--- config.mk ---
export PLATFORM = sky130hd
export DESIGN_NAME = exc_entry_seq
export DESIGN_NICKNAME = d
export VERILOG_FILES = /design/src/rtl/exc_pkg.sv /design/src/rtl/exc_ra_calc.sv /design/src/rtl/exc_vec_addr.sv /design/src/rtl/exc_entry_seq.sv
export SDC_FILE = /design/constraint.sdc
export NUM_CORES = 1
export LEC_CHECK = 0
export ABC_AREA = 0
export BUFFER_PORTS_ARGS = -buffer_cell sky130_fd_sc_hd__buf_2
export CORE_ASPECT_RATIO = 1.75
export CORE_UTILIZATION = 50
export CTS_CLUSTER_DIAMETER = 120
export DETAILED_ROUTE_END_ITERATION = 6
export PLACE_DENSITY = 0.75
export SLEW_MARGIN = 25
export SYNTH_ARGS = -nofsm -noshare
export SYNTH_HDL_FRONTEND = slang
export SYNTH_HIERARCHICAL = 1
export SYNTH_SLANG_ARGS = --single-unit
--- constraint.sdc ---
create_clock -name clk -period 7.9 [get_ports clk]
set_clock_uncertainty 0.1 [all_clocks]
set_input_delay 1.58 -clock clk [delete_from_list [all_inputs] [get_ports clk]]
set_output_delay 1.58 -clock clk [all_outputs]
set_load 0.01 [all_outputs]
--- src/rtl/exc_pkg.sv ---
package exc_pkg;
  typedef enum logic [2:0] {
    S_IDLE, S_DEC1, S_PUSH_PS, S_DEC2, S_PUSH_RA, S_SET_ILM, S_FETCH, S_LOAD_PC
  } seq_state_t;

  // Byte increment from the interrupted instruction to the next one.
  function automatic logic [2:0] len_step(input logic [1:0] cls);
    case (cls)
      2'd1:    len_step = 3'd4;
      2'd2:    len_step = 3'd6;
      default: len_step = 3'd2;
    endcase
  endfunction
endpackage

--- src/rtl/exc_ra_calc.sv ---
module exc_ra_calc #(
  parameter int AW = 32
) (
  input  logic [AW-1:0] pc_i,
  input  logic [1:0]    cls_i,
  output logic [AW-1:0] ra_o
);
  assign ra_o = pc_i + AW'(exc_pkg::len_step(cls_i));

  always_comb begin
    a_r5_ra_even: assert (cls_i === 2'bx || ra_o[0] == pc_i[0]);
  end
endmodule

--- src/rtl/exc_vec_addr.sv ---
module exc_vec_addr #(
  parameter int AW    = 32,
  parameter int NUM_W = 8
) (
  input  logic [AW-1:0]    base_i,
  input  logic [NUM_W-1:0] num_i,
  output logic [AW-1:0]    addr_o
);
  localparam logic [AW-1:0] TOP_OFF = AW'((64'd1 << (NUM_W + 2)) - 64'd4);

  // Word entries descending from the top of the table.
  function automatic logic [AW-1:0] vec_off(input logic [NUM_W-1:0] n);
    vec_off = TOP_OFF - (AW'(n) << 2);
  endfunction

  assign addr_o = base_i + vec_off(num_i);
endmodule

--- src/rtl/exc_entry_seq.sv ---
module exc_entry_seq #(
  parameter int AW    = 32,
  parameter int NUM_W = 8,
  parameter int LVL_W = 5
) (
  input  logic             clk,
  input  logic             rst_n,
  input  logic             accept_i,
  input  logic [NUM_W-1:0] int_num_i,
  input  logic [LVL_W-1:0] int_lvl_i,
  input  logic [AW-1:0]    pc_i,
  input  logic [1:0]       len_cls_i,
  input  logic [AW-1:0]    ps_i,
  input  logic [AW-1:0]    ssp_i,
  input  logic [AW-1:0]    tbr_i,
  output logic             mem_req_o,
  output logic             mem_we_o,
  output logic [AW-1:0]    mem_addr_o,
  output logic [AW-1:0]    mem_wdata_o,
  input  logic             mem_ack_i,
  input  logic [AW-1:0]    mem_rdata_i,
  output logic             busy_o,
  output logic             ssp_we_o,
  output logic [AW-1:0]    ssp_o,
  output logic             ilm_we_o,
  output logic [LVL_W-1:0] ilm_o,
  output logic             sflag_clr_o,
  output logic             pc_we_o,
  output logic [AW-1:0]    pc_o
);
  import exc_pkg::*;

  localparam logic [AW-1:0] WORD = AW'(4);

  seq_state_t       st_q;
  logic [AW-1:0]    ssp_q, ps_q, ra_q, tbr_q, vec_q;
  logic [NUM_W-1:0] num_q;
  logic [LVL_W-1:0] lvl_q;
  logic [AW-1:0]    ra_calc, vec_addr;

  // Named internal events for the checks.
  logic start_ev, reentry_ev, xfer_done;

  exc_ra_calc #(.AW(AW)) u_ra (
    .pc_i (pc_i),
    .cls_i(len_cls_i),
    .ra_o (ra_calc)
  );

  exc_vec_addr #(.AW(AW), .NUM_W(NUM_W)) u_vec (
    .base_i(tbr_q),
    .num_i (num_q),
    .addr_o(vec_addr)
  );

  assign start_ev   = (st_q == S_IDLE) && accept_i;
  assign reentry_ev = (st_q == S_LOAD_PC) && accept_i;
  assign xfer_done  = mem_req_o && mem_ack_i;

  always_ff @(posedge clk or negedge rst_n) begin
    if (!rst_n) begin
      st_q  <= S_IDLE;
      ssp_q <= '0;
      ps_q  <= '0;
      ra_q  <= '0;
      tbr_q <= '0;
      vec_q <= '0;
      num_q <= '0;
      lvl_q <= '0;
    end else begin
      case (st_q)
        S_IDLE: if (accept_i) begin
          ssp_q <= ssp_i;
          ps_q  <= ps_i;
          ra_q  <= ra_calc;
          tbr_q <= tbr_i;
          num_q <= int_num_i;
          lvl_q <= int_lvl_i;
          st_q  <= S_DEC1;
        end
        S_DEC1: begin
          ssp_q <= ssp_q - WORD;
          st_q  <= S_PUSH_PS;
        end
        S_PUSH_PS: if (mem_ack_i) st_q <= S_DEC2;
        S_DEC2: begin
          ssp_q <= ssp_q - WORD;
          st_q  <= S_PUSH_RA;
        end
        S_PUSH_RA: if (mem_ack_i) st_q <= S_SET_ILM;
        S_SET_ILM: st_q <= S_FETCH;
        S_FETCH: if (mem_ack_i) begin
          vec_q <= mem_rdata_i;
          st_q  <= S_LOAD_PC;
        end
        S_LOAD_PC: if (accept_i) begin
          // Nested entry before the handler's first instruction.
          ps_q  <= ps_i;
          ra_q  <= vec_q;
          tbr_q <= tbr_i;
          num_q <= int_num_i;
          lvl_q <= int_lvl_i;
          st_q  <= S_DEC1;
        end else begin
          st_q <= S_IDLE;
        end
        default: st_q <= S_IDLE;
      endcase
    end
  end

  always_comb begin
    mem_req_o   = (st_q == S_PUSH_PS) || (st_q == S_PUSH_RA) || (st_q == S_FETCH);
    mem_we_o    = (st_q == S_PUSH_PS) || (st_q == S_PUSH_RA);
    mem_addr_o  = (st_q == S_FETCH) ? vec_addr : ssp_q;
    mem_wdata_o = (st_q == S_PUSH_RA) ? ra_q : ps_q;
    busy_o      = (st_q != S_IDLE);
    ssp_we_o    = (st_q == S_DEC1) || (st_q == S_DEC2);
    ssp_o       = ssp_q - WORD;
    ilm_we_o    = (st_q == S_SET_ILM);
    sflag_clr_o = (st_q == S_SET_ILM);
    ilm_o       = lvl_q;
    pc_we_o     = (st_q == S_LOAD_PC);
    pc_o        = vec_q;
  end

  // request fields frozen until acknowledged
  a_r8_req_hold: assert property (@(posedge clk) disable iff (!rst_n)
    mem_req_o && !mem_ack_i |=> mem_req_o && $stable(mem_addr_o)
                                && $stable(mem_wdata_o) && $stable(mem_we_o));

  // no activity at the ports while idle
  a_r2_idle_quiet: assert property (@(posedge clk) disable iff (!rst_n)
    !busy_o |-> !mem_req_o && !ssp_we_o && !ilm_we_o && !pc_we_o);

  // stack decrements never back to back
  a_r3_single_dec: assert property (@(posedge clk) disable iff (!rst_n)
    ssp_we_o |=> !ssp_we_o);

  // a write lands where the previous decrement pointed
  a_r3_write_at_new_sp: assert property (@(posedge clk) disable iff (!rst_n)
    ssp_we_o |=> mem_addr_o == $past(ssp_o));

  // only one kind of state change per cycle
  a_r6_phase_excl: assert property (@(posedge clk) disable iff (!rst_n)
    $onehot0({ssp_we_o, mem_req_o, ilm_we_o, pc_we_o}));

  // PC load follows an acknowledged read
  a_r7_pc_after_read: assert property (@(posedge clk) disable iff (!rst_n)
    xfer_done && !mem_we_o |=> pc_we_o && pc_o == $past(mem_rdata_i));

  // re-entry keeps busy high
  a_r9_reentry_busy: assert property (@(posedge clk) disable iff (!rst_n)
    reentry_ev |=> busy_o && ssp_we_o);

  // a start always leads to a decrement
  a_r2_start: assert property (@(posedge clk) disable iff (!rst_n)
    start_ev |=> busy_o && ssp_we_o);
endmodule

Yosys cells after proc, flatten, opt, wreduce, memory -nomap -nowiden
Index checks and enable logic that the tools add are counted.
Cells by class
  $add $sub $neg: 4
  reductions and logical operators: 14
  equality and inequality tests: 14
  muxes and demuxes: 14
Operator list (number)
  32-bit 2-to-1 mux: 5
  32-bit case mux with 2 select lines: 2
  32-bit by 3-bit adder with 32-bit output: 1
  32-bit adder: 1
  32-bit by 3-bit subtractor with 32-bit output (second input constant): 1
  3-bit case mux with 8 select lines: 1
  3-bit == test (second input constant): 4
  3-bit 2-to-1 mux: 4
  10-bit by 10-bit subtractor with 11-bit output (first input constant): 1
  2-bit inequality test (second input constant): 5
  3-bit by 2-bit == test with 1-bit output (second input constant): 2
  3-bit case mux with 2 select lines: 1
  2-bit AND reduction: 3
  4-bit AND reduction: 1
  2-bit nonzero test: 2
  2-bit OR reduction: 2
  3-bit by 1-bit == test with 1-bit output (second input constant): 1
  3-bit logical NOT: 1
  1-bit logical OR: 3
  3-bit AND reduction: 1
  3-bit nonzero test: 1
  2-bit by 1-bit == test with 1-bit output (second input constant): 1
  2-bit == test (second input constant): 1
  1-bit 2-to-1 mux: 1
Word-level totals
  register bits after elaboration: 176
  output and inout port bits: 140
  input bits: 179

Depth between registers and ports, before layout
  depth after elaboration: 5
  depth in mapped cells: 11
  gate-level depth less buffers: 11

Modules after synthesis
The synthesis kept the hierarchy.
By module, submodules not included
  exc_entry_seq: sequential area each 4404.2 µm², cells each 741, instances 1, area an instance 8675.8 µm²
  exc_vec_addr: sequential area each 0.0 µm², cells each 126, instances 1, area an instance 973.4 µm²
  exc_ra_calc: sequential area each 0.0 µm², cells each 92, instances 1, area an instance 700.7 µm²

Worst setup path before layout
Ideal clock, no wire load.
  path kind: register to output
  from: register ssp_q[9]
  to: output ssp_o[19]
  stages on the path, launching flop included: 7
  path buffers: 2
  data required time: 6220 ps
  arrival time: 2322 ps
  slack: 3898 ps
  path through: dfrtp_1 > buf_6 > or4_4 > or4_4 > buf_6 > or4_4 > xnor2_1
Between the ends
  cells in the longest elaborated chain, start to end: 1
Ends and longest elaborated chain
  from (decl): RTL line exc_entry_seq.sv:36  | logic [AW-1:0] ssp_q, ps_q, ra_q, tbr_q, vec_q;
  from (signal assigned): RTL line exc_entry_seq.sv:73  | ssp_q <= ssp_i;
  from (signal assigned): RTL line exc_entry_seq.sv:82  | ssp_q <= ssp_q - WORD;
  from (signal assigned): RTL line exc_entry_seq.sv:87  | ssp_q <= ssp_q - WORD;
  32-bit by 3-bit subtractor with 32-bit output: RTL line exc_entry_seq.sv:119  | ssp_o = ssp_q - WORD;
  to (decl): RTL line exc_entry_seq.sv:24  | output logic [AW-1:0] ssp_o,
No other way between the ends.

Worst setup path in the final report
  from: register tbr_q[9]
  to: output mem_addr_o[21]
Between the ends
  cells in the longest elaborated chain, start to end: 2
Ends and longest elaborated chain
  from (decl): RTL line exc_entry_seq.sv:36
  from (signal assigned): RTL line exc_entry_seq.sv:76  | tbr_q <= tbr_i;
  from (signal assigned): RTL line exc_entry_seq.sv:100  | tbr_q <= tbr_i;
  32-bit adder: RTL line exc_vec_addr.sv:16  | assign addr_o = base_i + vec_off(num_i);
  via vec_addr[21]: RTL line exc_entry_seq.sv:39  | logic [AW-1:0] ra_calc, vec_addr;
  32-bit 2-to-1 mux: RTL line exc_entry_seq.sv:115  | mem_addr_o = (st_q == S_FETCH) ? vec_addr : ssp_q;
  to (decl): RTL line exc_entry_seq.sv:18  | output logic [AW-1:0] mem_addr_o,
The timed path passes the listed nets, and every way through them passes these cells.

==> metrics.txt <==
number of enable flip-flop cells after synthesis=0; number of setup buffers added after CTS=0; worst path cell trace=ha_1 > a21oi_2 > a21boi_2 > nand2b_1 > a21oi_1 > xnor2_1 > mux2_2 > buf_2; length in cells of the worst reg-to-reg path=5; depth of the worst hold-timing path=2; Data arrival, critical path=3360 ps; data required time of the critical path=6220 ps; Bufs on Longest Clock Path=2; Post-Synthesis Net Count=1152; setup slack of the most critical reg-to-reg path=4870 ps; cell accounting for the most synthesized area=sky130_fd_sc_hd__dfrtp_1; H-tree depth=4; Slowest Stage Delay on Critical Path=680 ps; Yosys warning total=6; summed instance area of the synthesized netlist=0.0103 mm²; post-CTS clock slew at the launch and capture registers of the worst setup and hold paths=70 ps; nature of the critical path endpoint=primary output; top post-synthesis cells by count=sky130_fd_sc_hd__dfrtp_1 (176), sky130_fd_sc_hd__mux2_2 (173), sky130_fd_sc_hd__nand2_1 (82), sky130_fd_sc_hd__o21ai_0 (51), sky130_fd_sc_hd__clkbuf_1 (50); total via count in the routed design=8505; hold slack=380 ps; starting density of the core=51.0%; number of filler instances in the final layout=1710; unique cell type count in the Yosys netlist=78; clock latency at the later pin of the worst-skew pair=440 ps; Pins Over Slew Limit=0; TNS Setup=0 ps; Clock Sink Count=176; Syn Area/Cell=10.8 µm²; met1 track demand over resource=26.2%; detailed-route vias per instance=5.66; portion of the post-synthesis area used by sequential elements=42.6%; Pre-Repair DR Iteration Count=7; power density of the placed cells=411 mW/mm²; most numerous cell in the Yosys netlist=sky130_fd_sc_hd__dfrtp_1; result of the run=complete, no violations; share of synthesized flip-flops with an asynchronous set or reset=100%; I/O pin total=319; startpoint of the lowest-slack hold path=ra_q[21]; Setup Crit Path Kind=register to primary output; DR DRC count=0; Max Fclk=199 MHz; Placed Cells=1468; highest net fanout along the worst path=12; count of final setup violators=0; fraction of final layout cells with drive strength greater than 1=46.3%; post-cts sizing count=0; slew at the pin closest to its max-slew limit=900 ps; share of the synthesized area in the top cell type=42.6%; met2 GRT Util=48.5%; prevailing post-synth register cell=sky130_fd_sc_hd__dfrtp_1; nature of the critical path startpoint=register; met3 Use GR=5.18%; vias in the first global route=8510; routability-driven placement congestion ratio=0.904; Routed WL per cell=18.4 µm; unrepaired setup endpoints after global routing=false; number of placement rows=69; FF+latch count, synth=176; crit share post-route=63.8%; total CTS buffers=17; Gate Count Post-Synth=959; final instance area=0.0126 mm²; routing layer with the top usage in global route=met2; Cell Area, Placed=0.0121 mm²; hold_buf cts=0; destination of the worst hold path=ra_q[21]; die boundary width=111 µm; Slowest cell on crit path=sky130_fd_sc_hd__a21oi_2; tightest slew margin relative to the limit=40.0%; sum of routed wire length over all layers=27.6 mm; CTS Root Buffer Type=sky130_fd_sc_hd__clkbuf_16; remaining antenna violation count=0; overall overflow remaining after global route=0; Total Die Area=0.0213 mm²; worst IR drop on VDD=0.000254 V; static power due to leakage=5.86 nW; pin count of the biggest net entering global routing=106; Layout Area Growth over Synthesis=22.1%; max-cap viol count=0; core utilization of the finished layout=62.3%; area inside the core boundary=0.0203 mm²; type of the most critical hold path=register to register; Final nets=1432; wire length of the first global-routing pass=42.7 mm; number of antenna violations at the first check in global routing=2; final std cells w/o fill=1502; die outline height=192 µm; Worst R2R End=ilm_o[4]; final count of hold timing violations=0; number of cells on the critical path=8; clock tree from TritonCTS=yes; fin crit period=5040 ps; DPL Wire Length=20.7 mm; sum of buffers and inverters on the critical path=1; kind of cell with the highest combined delay on the critical path=compound AO/OA/AOI/OAI gates; IO Port Bufs=318; overall global routing resource usage=25.6%; startpoint of the worst-slack reg-to-reg timing path=st_q[0]; most area-consuming cells after synthesis=sky130_fd_sc_hd__dfrtp_1 (43%), sky130_fd_sc_hd__mux2_2 (19%), sky130_fd_sc_hd__xor2_1 (4.1%), sky130_fd_sc_hd__mux2i_1 (3.1%), sky130_fd_sc_hd__xnor2_1 (3.0%); number of design-rule violations left by the first detailed-router iteration=509
[layer usage]
metal	vias to the layer above	routed length (µm)
met4	0	1140
li1	3978	-
met3	69	1560
met5	-	0
met2	344	15200
met1	4114	9700
[worst max-delay path by stage]
stage                         from  slack (ps)        endpoint
after floorplan           ssp_q[9]        3900       ssp_o[19]
after global placement    tbr_q[9]        3450  mem_addr_o[31]
after detailed placement  tbr_q[9]        3400  mem_addr_o[27]
after CTS                 tbr_q[9]        2880  mem_addr_o[21]
after global routing      tbr_q[9]        2750  mem_addr_o[21]
final                     tbr_q[9]        2860  mem_addr_o[21]
[tightest hold or removal path, delay by kind of cell, from the launching register on]
kind               cells  cell delay [ps]
AOI/OAI and AO/OA      1               60
and+or+nand+nor        1               50
DFF                    1              340
[per-stage QoR]
step / total power [W] / setup slack (ps)
2_1_floorplan: 0.00349 / 3900
3_3_place_gp: 0.00428 / 3450
3_5_place_dp: 0.00436 / 3400
4_1_cts: 0.00522 / 2880
5_1_grt: 0.00554 / 2750
6_report: 0.00520 / 2860
[kinds of logic (layout without fill, tap and decap cells)]
group / after synthesis / in the layout / synth area share (%)
simple gates: 246 / 246 / 13.1
mux: 205 / 205 / 21.9
flops: 176 / 176 / 42.6
compound gates: 136 / 136 / 9.34
buf+inv: 97 / 390 / 4.07
xor+xnor: 85 / 85 / 7.19
fa+ha+maj: 14 / 14 / 1.84
other cells: 0 / 2 / 0
[cell usage in the layout, fill, tap and decap left out, types with 30 or more instances in the layout]
master,instances
sky130_fd_sc_hd__o21ai_0,51
sky130_fd_sc_hd__xor2_1,49
sky130_fd_sc_hd__buf_2,317
sky130_fd_sc_hd__xnor2_1,36
sky130_fd_sc_hd__nor2_1,32
sky130_fd_sc_hd__nand2_1,82
sky130_fd_sc_hd__inv_1,30
sky130_fd_sc_hd__mux2_2,173
sky130_fd_sc_hd__dfrtp_1,176
sky130_fd_sc_hd__mux2i_1,32
[report_power, final]
| part | switching, W | internal (W) | total (W) |
|---|---|---|---|
| registers | 0.000397 | 0.00135 | 0.00174 |
| clock network | 0.000372 | 0.000470 | 0.000841 |
| logic | 0.00135 | 0.00126 | 0.00261 |
[sequential cells by signal (all words and copies together) (netlist names)]
register,cells
ilm_o,5
num_q,8
pc_o,32
ps_q,32
ra_q,32
ssp_q,32
st_q,3
tbr_q,32
[final cells by class]
class | instances | area, µm² | area share (%)
inverters | 30 | 113 | 0.891
clock inverters | 11 | 103 | 0.812
well taps | 248 | 310 | 2.45
diodes | 2 | 5.00 | 0.0396
clock buffers | 21 | 480 | 3.80
repair buffers | 328 | 1680 | 13.3
flip-flops and latches | 176 | 4400 | 34.8
multi-input cells | 686 | 5550 | 43.9
(Power assumes the default switching activity.)
